--- src/rtl/rxf_pkg.sv ---
package rxf_pkg;
  localparam int unsigned BYTE_W = 8;

  typedef struct packed {
    logic              tag;
    logic [BYTE_W-1:0] data;
  } rxf_ent_t;
endpackage

--- src/rtl/rxf_ptr_ctrl.sv ---
module rxf_ptr_ctrl #(
  parameter  int unsigned DEPTH = 32,
  localparam int unsigned PTR_W = $clog2(DEPTH),
  localparam int unsigned CNT_W = $clog2(DEPTH + 1)
) (
  input  logic             clk,
  input  logic             rst_n,
  input  logic             wr_req,
  input  logic             rd_req,
  output logic             wr_ok,
  output logic             rd_ok,
  output logic [PTR_W-1:0] wptr,
  output logic [PTR_W-1:0] rptr,
  output logic [CNT_W-1:0] fill,
  output logic             head_chg_q,
  output logic             ovf_q,
  output logic             emp_rd_q
);
  function automatic logic [PTR_W-1:0] ptr_step(input logic [PTR_W-1:0] p);
    return (p == PTR_W'(DEPTH - 1)) ? '0 : p + 1'b1;
  endfunction

  function automatic logic [CNT_W-1:0] fill_after(input logic [CNT_W-1:0] c,
                                                   input logic w, input logic r);
    return c + CNT_W'(w) - CNT_W'(r);
  endfunction

  logic             full, empty;
  logic [CNT_W-1:0] fill_nxt;

  assign full     = (fill == CNT_W'(DEPTH));
  assign empty    = (fill == '0);
  assign wr_ok    = wr_req && !full;
  assign rd_ok    = rd_req && !empty;
  assign fill_nxt = fill_after(fill, wr_ok, rd_ok);

  always_ff @(posedge clk) begin
    if (!rst_n) begin
      wptr       <= '0;
      rptr       <= '0;
      fill       <= '0;
      head_chg_q <= 1'b0;
      ovf_q      <= 1'b0;
      emp_rd_q   <= 1'b0;
    end else begin
      if (wr_ok) wptr <= ptr_step(wptr);
      if (rd_ok) rptr <= ptr_step(rptr);
      fill       <= fill_nxt;
      head_chg_q <= (rd_ok && fill_nxt != '0) || (empty && wr_ok);
      ovf_q      <= wr_req && full;
      emp_rd_q   <= rd_req && empty;
    end
  end

  AST_FULL_DROP: assert property (@(posedge clk) disable iff (!rst_n)
    (full && wr_req && !rd_req) |=> (fill == CNT_W'(DEPTH)) && ovf_q && $stable(wptr));
  AST_FULL_RW: assert property (@(posedge clk) disable iff (!rst_n)
    (full && wr_req && rd_req) |=> (fill == CNT_W'(DEPTH - 1)) && ovf_q);
  AST_EMPTY_RD_HOLD: assert property (@(posedge clk) disable iff (!rst_n)
    (empty && rd_req && !wr_req) |=> (fill == '0) && $stable(rptr) && emp_rd_q);
  AST_NO_OVERFLOW: assert property (@(posedge clk) disable iff (!rst_n)
    (fill == CNT_W'(DEPTH)) |=> (fill >= CNT_W'(DEPTH - 1)));
endmodule

--- src/rtl/rxf_store.sv ---
module rxf_store #(
  parameter  int unsigned DEPTH = 32,
  localparam int unsigned PTR_W = $clog2(DEPTH)
) (
  input  logic                clk,
  input  logic                rst_n,
  input  logic                we,
  input  logic [PTR_W-1:0]    waddr,
  input  rxf_pkg::rxf_ent_t   wdata,
  input  logic                rd_any,
  input  logic                rd_ok,
  input  logic [PTR_W-1:0]    raddr,
  output rxf_pkg::rxf_ent_t   head,
  output rxf_pkg::rxf_ent_t   rd_q
);
  rxf_pkg::rxf_ent_t mem [DEPTH];

  always_ff @(posedge clk) begin
    if (we) mem[waddr] <= wdata;
  end

  assign head = mem[raddr];

  always_ff @(posedge clk) begin
    if (!rst_n) rd_q <= '0;
    else if (rd_any) rd_q <= rd_ok ? mem[raddr] : '0;
  end
endmodule

--- src/rtl/rxf_events.sv ---
module rxf_events #(
  parameter  int unsigned DEPTH   = 32,
  parameter  int unsigned HI_MARK = 16,
  localparam int unsigned CNT_W   = $clog2(DEPTH + 1)
) (
  input  logic             clk,
  input  logic             rst_n,
  input  logic [CNT_W-1:0] fill,
  input  logic             head_tag,
  input  logic             head_chg_q,
  input  logic             emp_rd_q,
  output logic             evt_above,
  output logic             evt_last
);
  function automatic logic over_mark(input logic [CNT_W-1:0] c);
    return c > CNT_W'(HI_MARK);
  endfunction

  logic above_now, above_d;
  assign above_now = over_mark(fill);

  always_ff @(posedge clk) begin
    if (!rst_n) above_d <= 1'b0;
    else        above_d <= above_now;
  end

  assign evt_above = above_now && !above_d;
  assign evt_last  = (head_chg_q && head_tag) || emp_rd_q;

  AST_ABOVE_SINGLE: assert property (@(posedge clk) disable iff (!rst_n)
    evt_above |=> !evt_above);
  AST_ABOVE_LEVEL: assert property (@(posedge clk) disable iff (!rst_n)
    evt_above |-> (fill == CNT_W'(HI_MARK + 1)));
  AST_LAST_EMPTY_READ: assert property (@(posedge clk) disable iff (!rst_n)
    emp_rd_q |-> evt_last);
endmodule

--- src/rtl/rx_pkt_fifo.sv ---
module rx_pkt_fifo #(
  parameter  int unsigned DEPTH   = 32,
  parameter  int unsigned HI_MARK = 16,
  localparam int unsigned PTR_W   = $clog2(DEPTH),
  localparam int unsigned CNT_W   = $clog2(DEPTH + 1)
) (
  input  logic                       clk,
  input  logic                       rst_n,
  input  logic                       wr_en,
  input  logic [rxf_pkg::BYTE_W-1:0] wr_data,
  input  logic                       wr_tag,
  input  logic                       rd_en,
  output logic [rxf_pkg::BYTE_W-1:0] rd_data,
  output logic                       rd_tag,
  output logic                       evt_last,
  output logic                       evt_above,
  output logic                       evt_ovf,
  output logic                       evt_rd_empty
);
  logic             wr_ok, rd_ok, head_chg_q, ovf_q, emp_rd_q;
  logic [PTR_W-1:0] wptr, rptr;
  logic [CNT_W-1:0] fill;
  rxf_pkg::rxf_ent_t wr_ent, head_ent, rd_ent;

  assign wr_ent = '{tag: wr_tag, data: wr_data};

  rxf_ptr_ctrl #(.DEPTH(DEPTH)) u_ptr (
    .clk(clk), .rst_n(rst_n), .wr_req(wr_en), .rd_req(rd_en),
    .wr_ok(wr_ok), .rd_ok(rd_ok), .wptr(wptr), .rptr(rptr), .fill(fill),
    .head_chg_q(head_chg_q), .ovf_q(ovf_q), .emp_rd_q(emp_rd_q)
  );

  rxf_store #(.DEPTH(DEPTH)) u_store (
    .clk(clk), .rst_n(rst_n), .we(wr_ok), .waddr(wptr), .wdata(wr_ent),
    .rd_any(rd_en), .rd_ok(rd_ok), .raddr(rptr), .head(head_ent), .rd_q(rd_ent)
  );

  rxf_events #(.DEPTH(DEPTH), .HI_MARK(HI_MARK)) u_evt (
    .clk(clk), .rst_n(rst_n), .fill(fill), .head_tag(head_ent.tag),
    .head_chg_q(head_chg_q), .emp_rd_q(emp_rd_q),
    .evt_above(evt_above), .evt_last(evt_last)
  );

  assign rd_data      = rd_ent.data;
  assign rd_tag       = rd_ent.tag;
  assign evt_ovf      = ovf_q;
  assign evt_rd_empty = emp_rd_q;

  AST_EMPTY_RD_ZERO: assert property (@(posedge clk) disable iff (!rst_n)
    evt_rd_empty |-> (rd_data == '0) && !rd_tag);
  AST_OVF_PULSE: assert property (@(posedge clk) disable iff (!rst_n)
    (evt_ovf && !$past(wr_en)) |-> 1'b0);
  AST_RD_HOLD: assert property (@(posedge clk) disable iff (!rst_n)
    !rd_en |=> $stable(rd_data) && $stable(rd_tag));
endmodule

--- config.mk ---
export PLATFORM = sky130hd
export DESIGN_NAME = rx_pkt_fifo
export DESIGN_NICKNAME = d
export VERILOG_FILES = /design/src/rtl/rxf_pkg.sv /design/src/rtl/rxf_ptr_ctrl.sv /design/src/rtl/rxf_store.sv /design/src/rtl/rxf_events.sv /design/src/rtl/rx_pkt_fifo.sv
export SDC_FILE = /design/constraint.sdc
export NUM_CORES = 1
export LEC_CHECK = 0
export BUFFER_PORTS_ARGS = -buffer_cell sky130_fd_sc_hd__buf_4
export CORE_ASPECT_RATIO = 0.6
export CORE_UTILIZATION = 40
export DETAILED_ROUTE_END_ITERATION = 10
export GPL_TIMING_DRIVEN = 1
export PLACE_DENSITY = 0.55
export SYNTH_ARGS = -nofsm -noshare
export SYNTH_HDL_FRONTEND = slang
export SYNTH_SLANG_ARGS = --single-unit
--- constraint.sdc ---
create_clock -name clk -period 3.1 [get_ports clk]
set_clock_uncertainty 0.15 [all_clocks]
set_input_delay 0.62 -clock clk [delete_from_list [all_inputs] [get_ports clk]]
set_output_delay 0.62 -clock clk [all_outputs]
set_load 0.02 [all_outputs]
# After elaboration in Yosys (flattened, before gate mapping)
# Memory sizes are Yosys's and may differ from the RTL's. A register that Yosys moved wholly into a read port is not among the register bits.
# Cells that the tools add are included.
dict set report totals {
  out_inout_bits 13
  wordCells 40
  reg_bits 29
  mem_count 1
  mem_bits_rw 288
  latchBits 0
  rom_bits 0
}
# name words width rd rd_clocked_by_memory_dff wr line_no
set mem_list {}
lappend mem_list {u_store.mem 32 9 1 1 1 rxf_store.sv:16} ;# rxf_pkg::rxf_ent_t mem [DEPTH];
dict set report classes {
  mul 0
  addsub 4
  bitwise_logic 0
  n_reduce_logical 15
  n_mux 7
  shift 0
  eq_ne 3
  div 0
  n_lt_le_gt_ge 1
}
# operator n
set op_table {}
lappend op_table {{two-way mux 5 bit} 4}
lappend op_table {{adder 5 x 1 -> 5 bit (second input constant)} 2}
lappend op_table {{equality test 5 bit (second input constant)} 2}
lappend op_table {{two-way mux 9 bit} 1}
lappend op_table {{logical AND 1 bit} 8}
lappend op_table {{adder 6 x 1 -> 6 bit} 1}
lappend op_table {{equality test 6 bit (second input constant)} 1}
lappend op_table {{> comparator 6 x 5 -> 1 bit (second input constant)} 1}
lappend op_table {{zero test 6 bit} 1}
lappend op_table {{nonzero test 6 bit} 1}
lappend op_table {{subtractor 6 x 1 -> 6 bit} 1}
lappend op_table {{zero test 1 bit} 3}
lappend op_table {{logical OR 1 bit} 2}
lappend op_table {{two-way mux 1 bit} 2}

# Depth between registers and ports, before layout
dict set report depth {
  depth_word 8
  ltp_mapped 14
}

# Hierarchy
# Synthesis repeated with hierarchy kept, for this count alone.
dict set report hier_totals {
  cells_unflattened 782
  area_unflattened_um2 12827.3
}
# mod seq_area_each_um2 area_each_um2 instances cells_each
set modules_own_cells {}
lappend modules_own_cells {rxf_store 8828.5 11710.0 1 659}
lappend modules_own_cells {rxf_ptr_ctrl 380.4 1057.3 1 117}
lappend modules_own_cells {rxf_events 20.0 60.1 1 6}

# Worst setup path before layout
# Ideal clock, no wire load.
dict set report synth_path {
  kind {reg2reg}
  from {reg u_ptr.fill[2]}
  to {reg u_ptr.head_chg_q}
  t_arrival_ns 2.617
  path_slack_ns 0.216
  synth_period_minus_slack_ns 2.884
  stages_incl_launch_ff 14
  setup_time_ns 0.117
  path_buffers 0
  cell_sequence {dfxtp_1 > inv_1 > ha_1 > nor3b_1 > a21boi_2 > nand2_1 > nand2_1 > ha_1 > fa_1 > a21oi_1 > o21bai_1 > xor2_1 > nand4b_1 > a32o_1}
}
dict set report synth_via {
  elab_chain_len 8
  word_cells_on_any_way 12
  classes_between {add/sub (2); eq/ne (1); reduce/logical (9)}
}
# element line_no
set synth_rtl {}
lappend synth_rtl {{start, declared} rxf_ptr_ctrl.sv:14} ;# output logic [CNT_W-1:0] fill,
lappend synth_rtl {{start signal, assigned} rxf_ptr_ctrl.sv:48} ;# fill <= fill_nxt;
lappend synth_rtl {{equality test 6 bit} rxf_ptr_ctrl.sv:31} ;# assign full = (fill == CNT_W'(DEPTH));
lappend synth_rtl {{zero test 1 bit} rxf_ptr_ctrl.sv:33} ;# assign wr_ok = wr_req && !full;
lappend synth_rtl {{logical AND 1 bit} rxf_ptr_ctrl.sv:33}
lappend synth_rtl {{adder 6 x 1 -> 6 bit} rxf_ptr_ctrl.sv:25} ;# return c + CNT_W'(w) - CNT_W'(r);
lappend synth_rtl {{subtractor 6 x 1 -> 6 bit} rxf_ptr_ctrl.sv:25}
lappend synth_rtl {{nonzero test 6 bit} rxf_ptr_ctrl.sv:49} ;# head_chg_q <= (rd_ok && fill_nxt != '0) || (empty && wr_ok);
lappend synth_rtl {{logical AND 1 bit} rxf_ptr_ctrl.sv:49}
lappend synth_rtl {{logical OR 1 bit *} rxf_ptr_ctrl.sv:49}
lappend synth_rtl {{end signal, assigned} rxf_ptr_ctrl.sv:49}
lappend synth_rtl {{end, declared} rxf_ptr_ctrl.sv:15} ;# output logic head_chg_q,
# Mark *: on every way between the ends. The rest lies on a longest branch, timed or not.
# A chain may end at the register's enable or synchronous reset.

==> impl_results.md <==
- Yosys warnings: 0
- Share of layout cells above drive strength 1: 24.05%
- Worst skew pair latency: 0.56 ns
- Initial antenna violation count: 0
- Tcrit/Tclk final: between 90 and 100%
- Setup violators final: 0
- Worst slew margin: about 63%
- RSZ-0062 raised after global routing: true
- Slew Limit Fails: 0
- CP Capture Type: output port
- Vias per inst: 5.577
- Worst reg2reg startpoint: u_ptr.fill[2]$_SDFF_PN0_
- Cell variety after synth: 54
- Clock-pin slew on the worst setup and hold paths: 0.06 ns
- Detailed Place HPWL: slightly below 20000 um
- Gr usage total: 18.91%
- Crit start category: register
- Placement Rows: 50
- Async SR Flop Fraction: 0%
- Post-route setup TNS: 0 ns
- Antenna viol nets, final: 0
- Initial DRC count: a little over 600
- Largest net degree at the start of global routing: 37
- Tot Pwr: around 11000 uW
- Crit path kind: register to output port
- Synthesized area per cell: 19.12 sq um
- Post-Syn Nets: between 700 and 800
- Drt first pass iters: 5
- Maximum vdd ir drop: 0.3746 mV
- Die span in y: 141.5 um
- CTS Buf Count: 30
- GRT Residual Overflow: 0
- Max Fclk: roughly 0.32 GHz
- Req. time, crit path: approximately 2.3 ns
- CTS root buf: clkbuf_16
- Global-route wire length before repair: 45090 um
- Initial Util: 41.12%
- Port Buffer Count: 25
- Hold Crit Class: input port to register
- Clock Tree Buf Depth: 3
- Leakage: 0.004846 uW
- H-tree depth: 1
- EDFF count, synth: 288
- Syn Std Cell Area: 12970 sq um
- DRC Markers: 0
- Syn Inst Count: 678
- Layout area overhead: 15.23%
- Final worst path period need: around 3 ns
- Seq/Total Area, Yosys: between 70% and 80%
- Final hold vios: 0
- Main synth FF type: edfxtp_1
- GPL Wtd Cong: 0.8413
- Fin nets: just under 800
- DIE WIDTH: approximately 230 um
- Min-Delay Startpoint: rd_en
- MaxCap Viol Count: 0
- Dpl ws: 0.02294 ns
- Final worst slack: 0.007352 ns
- Total power density per cell area: 718.2 nW/um^2
- Fin cells: 1202
- Core footprint: 31530 sq um
- Detailed Route WL: 30020 um
- Worst slew pin tran: 0.5374 ns
- Crit Path Max Fanout: 10
- Crit path DAT: 2.32 ns
- Die area: 33160 sq um
- Routed via count: 6703
- Outcome: complete, no violations
- Sink Count: 322
- CTS tree: yes
- Vias in the first global route: 6745
- Synth Register Bits: approximately 320
- Dpl cells: 1138
- Ant. Diodes: 0
- Avg WL per Cell: roughly 25 um
- IO Pins: 26
area by class of cell:
cell class,count,area (sq um)
fillers,2627,16590
repair buffers,86,708.2
clock inverters,17,170.2
inverters,8,30.03
well taps,416,520.5
flip-flops and latches,322,9338
clock buffers,38,802.0
multi-input cells,315,3372
power by group:
| group | switching (uW) | internal [uW] | total (uW) |
|---|---|---|---|
| Combinational | 1140 | 966 | 2110 |
| Sequential | 94.4 | 4860 | 4960 |
| Clock | 1580 | 2080 | 3670 |
| Total | 2820 | 7910 | 10700 |
cells by family after synthesis:
kind of cell             synth area share [%]
AO/OA/AOI/OAI                           4.468
XOR/XNOR                               0.2027
adder cells (fa/ha/maj)                 1.698
buffers and inverters                   2.326
flip-flops                              71.95
multiplexers                            14.62
AND/OR/NAND/NOR                         4.738
critical path: stages (launching register included):
cell	delay (ns)
dfxtp_4	0.37
buf_12	0.15
mux2i_1	0.13
mux4_2	0.50
mux2i_4	0.17
o21ai_2	0.10
o21bai_1	0.16
buf_4	0.16
placed cells by master (no fill, tap or decap), types with 7 or more instances in the layout:
cell	synthesis	layout
nor2b_1	20	20
clkbuf_16	0	31
dfxtp_1	34	31
ha_1	16	15
mux2i_1	27	26
clkbuf_1	10	7
a21oi_1	17	16
mux4_1	25	25
mux4_2	43	43
nor3_1	7	7
and2_1	8	8
edfxtp_1	288	288
nor2_1	33	33
a221oi_1	7	7
o21a_1	9	9
inv_1	8	8
nand2_1	25	25
buf_4	5	81
registers in the layout, indices dropped and copies added (netlist names), named ones only:
| register | count |
|---|---|
| u_evt.above_d | 1 |
| u_ptr.wptr | 5 |
| u_store.rd_q | 9 |
| u_ptr.emp_rd_q | 1 |
| u_ptr.head_chg_q | 1 |
| u_store.mem | 288 |
| u_ptr.rptr | 5 |
| u_ptr.ovf_q | 1 |
| u_ptr.fill | 6 |
stage by stage:
| step | hold WS (ns) | utilization, % | cell area [sq um] |
|---|---|---|---|
| 2_1_floorplan | 0.3139 | - | 12970 |
| 3_3_place_gp | 0.3249 | 43.81 | 13810 |
| 3_5_place_dp | 0.3292 | 43.81 | 13810 |
| 4_1_cts | 0.1972 | 47.28 | 14910 |
| 5_1_grt | 0.2022 | 47.38 | 14940 |
| 6_report | 0.2230 | 47.38 | 14940 |
cell usage after synthesis, types with 4 or more instances:
cell	instances	area, sq um
a21boi_0	6	45.04
a21oi_1	17	85.08
a221oi_1	7	61.31
a22o_1	6	52.55
a31oi_1	4	25.02
and2_1	8	50.05
buf_12	6	120.1
buf_2	7	35.03
buf_4	5	37.54
clkbuf_1	10	37.54
dfxtp_1	34	680.7
edfxtp_1	288	8648
ha_1	16	200.2
inv_1	8	30.03
mux2i_1	27	270.3
mux4_1	25	656.9
mux4_2	43	968.4
nand2_1	25	93.84
nand3_1	5	25.02
nor2_1	33	123.9
nor2b_1	20	125.1
nor3_1	7	35.03
nor3b_1	4	30.03
o21a_1	9	67.56
o21ai_0	6	30.03
o221ai_1	6	52.55
per-layer routing:
| metal | track usage [%] | wire length (um) | vias to the layer above |
|---|---|---|---|
| met5 | 0 | 0 | - |
| met4 | 4.177 | 540 | 0 |
| met3 | 3.477 | 1961 | 39 |
| met2 | 26.91 | 12920 | 218 |
| met1 | 29.96 | 14600 | 3517 |
| li1 | - | - | 2929 |
path summary, 6_finish.rpt:
kind                                                endpoint  slack, ns  cells past startpoint
worst min register to register  u_store.rd_q[8]$_SDFFE_PN0P_       0.35                      2
worst max register to register   u_ptr.head_chg_q$_SDFF_PN0_       0.17                     14
worst max-delay path                                evt_last      0.007                      7
worst min-delay path               u_ptr.emp_rd_q$_SDFF_PN0_       0.22                      3
timing repair:
item                       in CTS  in global routing
setup endpoints to repair       1                  2
hold buffers                    0                  0
gates cloned                    0                  0
pin swaps                       0                  3
gates resized for setup         3                  7
setup buffers                   9                  0
(Power assumes the default switching activity.)
